<file path="src/rtl/hdr_ratio_pkg.sv">
package hdr_ratio_pkg;
  typedef enum logic [1:0] {
    RATIO_X1 = 2'd0,
    RATIO_X2 = 2'd1,
    RATIO_X4 = 2'd2,
    RATIO_X8 = 2'd3
  } ratio_e;
endpackage

</file>
<file path="src/rtl/hdr_word_counter.sv">
module hdr_word_counter #(
  parameter int LAST_IDX = 229,
  parameter int CNT_W    = $clog2(LAST_IDX + 2)
) (
  input  logic             clk_i,
  input  logic             rst_ni,
  input  logic             start_i,
  input  logic             valid_i,
  output logic [CNT_W-1:0] idx_o
);
  localparam logic [CNT_W-1:0] LAST = CNT_W'(LAST_IDX);

  logic [CNT_W-1:0] cnt_q;

  // a word accepted with start is word 0
  assign idx_o = start_i ? '0 : cnt_q;

  always_ff @(posedge clk_i or negedge rst_ni) begin
    if (!rst_ni)                          cnt_q <= '0;
    else if (valid_i && (idx_o <= LAST))  cnt_q <= idx_o + 1'b1;
    else if (start_i)                     cnt_q <= '0;
  end

  assert_cnt_bound_R9: assert property (@(posedge clk_i) disable iff (!rst_ni)
    cnt_q <= LAST + 1'b1);

  assert_cnt_idle_R9: assert property (@(posedge clk_i) disable iff (!rst_ni)
    (!valid_i && !start_i) |=> $stable(cnt_q));
endmodule

</file>
<file path="src/rtl/hdr_flag_capture.sv">
module hdr_flag_capture #(
  parameter int ENC_IDX = 69,
  parameter int CMP_IDX = 229,
  parameter int CNT_W   = 8
) (
  input  logic             clk_i,
  input  logic             rst_ni,
  input  logic             start_i,
  input  logic             end_i,
  input  logic             valid_i,
  input  logic [CNT_W-1:0] idx_i,
  input  logic [1:0]       enc_bits_i,
  input  logic             cmp_bit_i,
  output logic             enc_nxt_o,
  output logic             cmp_nxt_o,
  output logic             hit_o,
  output logic             enc_o,
  output logic             cmp_o,
  output logic             err_o
);
  logic enc_hit, done_q, done_nxt, err_nxt;

  assign enc_hit = valid_i && (idx_i == CNT_W'(ENC_IDX));
  assign hit_o   = valid_i && (idx_i == CNT_W'(CMP_IDX));

  assign enc_nxt_o = enc_hit ? |enc_bits_i : (start_i ? 1'b0 : enc_o);
  assign cmp_nxt_o = hit_o   ? ~cmp_bit_i  : (start_i ? 1'b0 : cmp_o);
  assign done_nxt  = hit_o | (!start_i & done_q);
  // end in the same cycle as the last header word is not an error
  assign err_nxt   = (end_i && !done_nxt) | (!start_i & err_o);

  always_ff @(posedge clk_i or negedge rst_ni) begin
    if (!rst_ni) begin
      enc_o  <= 1'b0;
      cmp_o  <= 1'b0;
      done_q <= 1'b0;
      err_o  <= 1'b0;
    end else begin
      enc_o  <= enc_nxt_o;
      cmp_o  <= cmp_nxt_o;
      done_q <= done_nxt;
      err_o  <= err_nxt;
    end
  end

  assert_err_short_R8: assert property (@(posedge clk_i) disable iff (!rst_ni)
    $rose(err_o) |-> !done_q);

  assert_err_sticky_R8: assert property (@(posedge clk_i) disable iff (!rst_ni)
    (err_o && !start_i) |=> err_o);
endmodule

</file>
<file path="src/rtl/hdr_ratio_map.sv">
module hdr_ratio_map
  import hdr_ratio_pkg::*;
(
  input  logic   enc_i,
  input  logic   cmp_i,
  input  logic   wide_i,
  output ratio_e ratio_o
);
  always_comb begin
    if (!enc_i && !cmp_i) ratio_o = RATIO_X1;
    else if (cmp_i)       ratio_o = wide_i ? RATIO_X8 : RATIO_X4;
    else                  ratio_o = wide_i ? RATIO_X4 : RATIO_X2;
  end
endmodule

</file>
<file path="src/rtl/hdr_ratio_detect.sv">
module hdr_ratio_detect
  import hdr_ratio_pkg::*;
#(
  parameter int DATA_W  = 32,
  parameter int ENC_IDX = 69,
  parameter int ENC_LSB = 2,
  parameter int CMP_IDX = 229,
  parameter int CMP_BIT = 1
) (
  input  logic              clk_i,
  input  logic              rst_ni,
  input  logic              start_i,
  input  logic              end_i,
  input  logic              valid_i,
  input  logic [DATA_W-1:0] data_i,
  input  logic              width32_i,
  output logic              encrypted_o,
  output logic              compressed_o,
  output logic [1:0]        ratio_o,
  output logic              ratio_valid_o,
  output logic              short_err_o
);
  localparam int LAST_IDX = (CMP_IDX > ENC_IDX) ? CMP_IDX : ENC_IDX;
  localparam int CNT_W    = $clog2(LAST_IDX + 2);

  logic [CNT_W-1:0] idx;
  logic             enc_nxt, cmp_nxt, hit;
  ratio_e           ratio_nxt, ratio_q;
  logic             rv_q;

  hdr_word_counter #(.LAST_IDX(LAST_IDX), .CNT_W(CNT_W)) i_cnt (
    .clk_i, .rst_ni, .start_i, .valid_i, .idx_o(idx)
  );

  hdr_flag_capture #(.ENC_IDX(ENC_IDX), .CMP_IDX(CMP_IDX), .CNT_W(CNT_W)) i_cap (
    .clk_i, .rst_ni, .start_i, .end_i, .valid_i,
    .idx_i      (idx),
    .enc_bits_i (data_i[ENC_LSB+1:ENC_LSB]),
    .cmp_bit_i  (data_i[CMP_BIT]),
    .enc_nxt_o  (enc_nxt),
    .cmp_nxt_o  (cmp_nxt),
    .hit_o      (hit),
    .enc_o      (encrypted_o),
    .cmp_o      (compressed_o),
    .err_o      (short_err_o)
  );

  hdr_ratio_map i_map (
    .enc_i(enc_nxt), .cmp_i(cmp_nxt), .wide_i(width32_i), .ratio_o(ratio_nxt)
  );

  // width sampled with the last header word only
  always_ff @(posedge clk_i or negedge rst_ni) begin
    if (!rst_ni) begin
      ratio_q <= RATIO_X1;
      rv_q    <= 1'b0;
    end else begin
      rv_q <= hit;
      if (hit)          ratio_q <= ratio_nxt;
      else if (start_i) ratio_q <= RATIO_X1;
    end
  end

  assign ratio_o       = ratio_q;
  assign ratio_valid_o = rv_q;

  assert_rv_pulse_R6: assert property (@(posedge clk_i) disable iff (!rst_ni)
    ratio_valid_o |=> !ratio_valid_o);

  assert_rv_no_err_R8: assert property (@(posedge clk_i) disable iff (!rst_ni)
    ratio_valid_o |-> !short_err_o);

  assert_plain_x1_R4: assert property (@(posedge clk_i) disable iff (!rst_ni)
    (ratio_valid_o && !encrypted_o && !compressed_o) |-> (ratio_o == RATIO_X1));

  assert_cmp_ratio_R5: assert property (@(posedge clk_i) disable iff (!rst_ni)
    (ratio_valid_o && compressed_o) |-> ratio_o[1]);

  assert_start_clear_R7: assert property (@(posedge clk_i) disable iff (!rst_ni)
    (start_i && !valid_i && !end_i) |=>
      (!short_err_o && !encrypted_o && !compressed_o && !ratio_valid_o));

  assert_ratio_hold_R5: assert property (@(posedge clk_i) disable iff (!rst_ni)
    (!hit && !start_i) |=> $stable(ratio_o));
endmodule

</file>
<file path="config.mk">
export PLATFORM = sky130hd
export DESIGN_NAME = hdr_ratio_detect
export DESIGN_NICKNAME = d
export VERILOG_FILES = /design/src/rtl/hdr_ratio_pkg.sv /design/src/rtl/hdr_word_counter.sv /design/src/rtl/hdr_flag_capture.sv /design/src/rtl/hdr_ratio_map.sv /design/src/rtl/hdr_ratio_detect.sv
export SDC_FILE = /design/constraint.sdc
export NUM_CORES = 1
export LEC_CHECK = 0
export ABC_AREA = 0
export BUFFER_PORTS_ARGS = -buffer_cell sky130_fd_sc_hd__buf_2
export CAP_MARGIN = 20
export CORE_MARGIN = 4
export CORE_UTILIZATION = 46
export DETAILED_ROUTE_END_ITERATION = 8
export PLACE_DENSITY = 0.86
export SLEW_MARGIN = 20
export SYNTH_ARGS = -nofsm -noshare
export SYNTH_HDL_FRONTEND = slang
export SYNTH_SLANG_ARGS = --single-unit
</file>
<file path="constraint.sdc">
create_clock -name clk_i -period 3.6 [get_ports clk_i]
set_clock_uncertainty 0.1 [all_clocks]
set_input_delay 0 -clock clk_i [delete_from_list [all_inputs] [get_ports clk_i]]
set_output_delay 0 -clock clk_i [all_outputs]
set_load 0.005 [all_outputs]
</file>
==> key figures <==
Power and ir drop
  – Internal: 246.4 uW
  – Switch share: 26.57%
  – Seq pwr share: 54.8%
  – VDD IR-drop max: 0.2528 mV
  – Pleak: 0.0005108 uW
  – Clock Power Share: 29.4%
  – Comb power frac: 15.8%
  – Psw: 89.16 uW
  – Pwr dens: 326.7 nW/um^2

Timing
  – Slew Viols, Final: 0
  – RSZ-0062 raised after global routing: false
  – Fmax: 425.5 MHz
  – Final setup vio count: 0
  – Worst setup margin: 1250 ps
  – Rel. slew slack: 76.28%
  – Fin crit share: 65.28%
  – Slew at the pin closest to its max-slew limit: 350.8 ps
  – Min Tclk post-route: 2350 ps
  – Setup Total Neg Slack: 0 ps
  – WHS: -0.2527 ps
  – Final Hold Viols: 1

Cells and area
  – Layout cells sized above 1: 27.45%
  – Area of the multi-input gates: 417.9 sq um
  – N_diodes: 0
  – Register area: 375.4 sq um
  – Nets: 143
  – Area Overhead vs Synth: 24.77%
  – # fillers: 139
  – Most common cell after layout, fill and taps aside: dfrtp_1
  – Commonest non-fill, non-tap cells in the layout: dfrtp_1, buf_2, dlygate4sd3_1

Floorplan
  – FP Rows: 15
  – Starting Density: 48.21%
  – # IOs: 44
  – Chip width: 50.31 microns
  – Core region area: 1708 sq um
  – DIE AREA: 2531 sq um
  – Die height: 50.31 microns

Clock tree
  – CTS tree: yes
  – Clock Sink Count: 15
  – CTS root buf: clkbuf_4
  – H-tree lvl count: 1
  – Clk buf depth: 2
  – Reg clk slew, reported paths: 90 ps
  – Post_cts resized: 0
  – CTS Buf Count: 3
  – Clock latency on the worst-skew pair: 290 ps

Global route
  – Vias in the first global route: 668
  – Largest net degree at the start of global routing: 17
  – GRT busiest layer: met2
  – Routing usage on met3: 1.780%
  – All-Layer GR Usage: 15.47%
  – Initial antenna violation count: 0
  – M2 GR Usage: 26.96%
  – Global-route met1 utilization: 18.56%
  – First-pass GRT wire length: 2932 microns
  – GRT overflow: 0

Yosys
  – Seq cells post-synth: 15
  – Yosys warns: 0
  – Synth cell types: 35
  – Avg Inst Size Synth: 10.69 sq um
  – Cells after synthesis: 77
  – Register area share after synthesis: 45.59%
  – Post-Syn Nets: 117
  – Synthesized area: 823.3 sq um

Worst setup path
  – WP data required: 3670 ps
  – Critical Setup Path Class: primary input to flop
  – CP max stage cell: dlygate4sd3_1
  – CP max FO: 16
  – Startpoint Class: primary input
  – Cells along the critical path: dlygate4sd3_1 -> buf_2 -> nor2b_1 -> ha_1 -> nand4_2 -> mux2i_1 -> o2bb2ai_1 -> dlygate4sd3_1
  – Most frequent CP cell: dlygate4sd3_1
  – WP data arrival: 2420 ps
  – Crit end category: flop
  – Worst path max stage delay: 580 ps

Drt
  – Post-Route WL: 1697 microns
  – First-pass DRT Iterations: 4
  – Per-cell routed wire length: 13.36 microns
  – Starting DRT DRC Count: 3
  – DRT antenna net count: 0
  – Vias/cell: 5.126
  – DRC: 0
  – Via count: 651

Flow run
  – Max-cap violations: 0

Place
  – I/O Buffers: 14
  – RD Place Congestion: 0.8415
  – Setup Slack @ Placement: 1858 ps
  – Dpl hpwl: 1142 microns

Outcome
  – Violated checks: hold timing
  – Status: finished with violations

Min path
  – Hold WC Path Type: primary input to flop
[metal layers]
layer / wire length (microns) / vias to the layer above
met3: 60 / 5
met1: 739 / 307
met5: 0 / -
li1: - / 322
met4: 38 / 0
met2: 859 / 17
[final timing paths]
path / depth (start not counted) / endpoint / from / slack (ps)
worst max-delay path: 8 / ratio_o[0] / start_i / 1250
worst min-delay path: 4 / i_cnt.cnt_q[4] / valid_i / -0.3
worst max register to register: 6 / ratio_o[0] / i_cnt.cnt_q[0] / 1310
worst min register to register: 2 / i_cap.done_q / i_cap.done_q / 400
max in group asynchronous: 2 / i_cap.enc_o / rst_ni / 3120
min in group asynchronous: 2 / i_cnt.cnt_q[3] / rst_ni / 30
[stage by stage]
stage	utilization [%]	power (uW)	hold slack, ps	instance area, sq um	std cells
4_1_cts	60.15	337.6	4.622	1027	127
2_1_floorplan	-	219.7	-395.6	823.3	77
3_3_place_gp	53.26	231.9	-180.6	909.6	114
5_1_grt	60.15	352.4	42.58	1027	127
3_5_place_dp	53.26	235.0	-177.6	909.6	114
6_report	60.15	335.6	-0.2527	1027	127
[sequential cells by signal (all words and copies together) (netlist names)]
| signal | count |
|---|---|
| i_cap.cmp_o | 1 |
| i_cap.done_q | 1 |
| i_cnt.cnt_q | 8 |
| ratio_valid_o | 1 |
| i_cap.enc_o | 1 |
| ratio_o | 2 |
| i_cap.err_o | 1 |
[synthesized netlist by cell type]
library cell  instances  share of area, %
clkbuf_1              1              0.46
and2_4                1               1.1
ha_1                  2               3.0
nand2b_1              3               2.3
nand4b_1              1               1.1
and3_1                2               1.5
mux2i_1               3               3.6
dfrtp_1              15                46
nand4_2               1               1.5
buf_6                 1               1.4
nand3_2               1               1.2
o2bb2ai_1             1               1.1
nand2_1               5               2.3
xnor2_1               2               2.1
mux2_4                1               1.8
nand3b_1              1              0.91
and2b_2               1               1.1
nor4b_1               1               1.1
o22ai_1               2               1.5
nand4_1               2               1.5
o22a_2                1               1.2
o21ai_0               5               3.0
nor2_1                4               1.8
nor2b_1               3               2.3
o31ai_1               1              0.91
and2b_4               1               1.2
nand3_1               3               1.8
or3_1                 1              0.76
a21oi_1               1              0.61
nor3b_4               1               2.3
and2_1                2               1.5
a22oi_2               1               1.5
o32ai_2               1               2.0
xor2_1                1               1.1
inv_1                 4               1.8
[final cells by class]
type	instances	area share, %
Multi-Input combinational cell	56	40.68
Sequential cell	15	36.54
Timing Repair Buffer	23	15.59
Tap cell	25	3.045
Clock buffer	3	2.192
Inverter	4	1.462
Clock inverter	1	0.4872
[power by group through the flow]
stage,Combinational [uW],Clock (uW),Sequential [uW]
final,53.0,98.6,184
after global routing,59.5,107,185
after floorplan,34.5,0,185
after CTS,53.5,100,184
after global placement,45.3,0,187
after detailed placement,47.9,0,187
[cell families (layout without fill, tap and decap cells)]
logic type	after synthesis	count (layout)	synth area share [%]
xor gates and xnor gates	3	3	3.192
AOI/OAI and AO/OA	13	13	11.85
and+or+nand+nor	34	34	27.20
adders and majority gates	2	2	3.039
DFF	15	15	45.59
buffers and inverters	6	31	3.646
muxes	4	4	5.471
[worst max-delay path, delay by kind of cell]
family                     cells  cell delay, ps
AOI/OAI and AO/OA              1             110
adders and majority gates      1             260
and+or+nand+nor                2             500
muxes                          1             230
buffers and inverters          3            1320
[what timing repair did]
item | CTS | global route
hold buffers | 9 | 0
buffers inserted | 0 | 0
hold endpoints to repair | 22 | 0
Power figures use the tool's default switching activity.
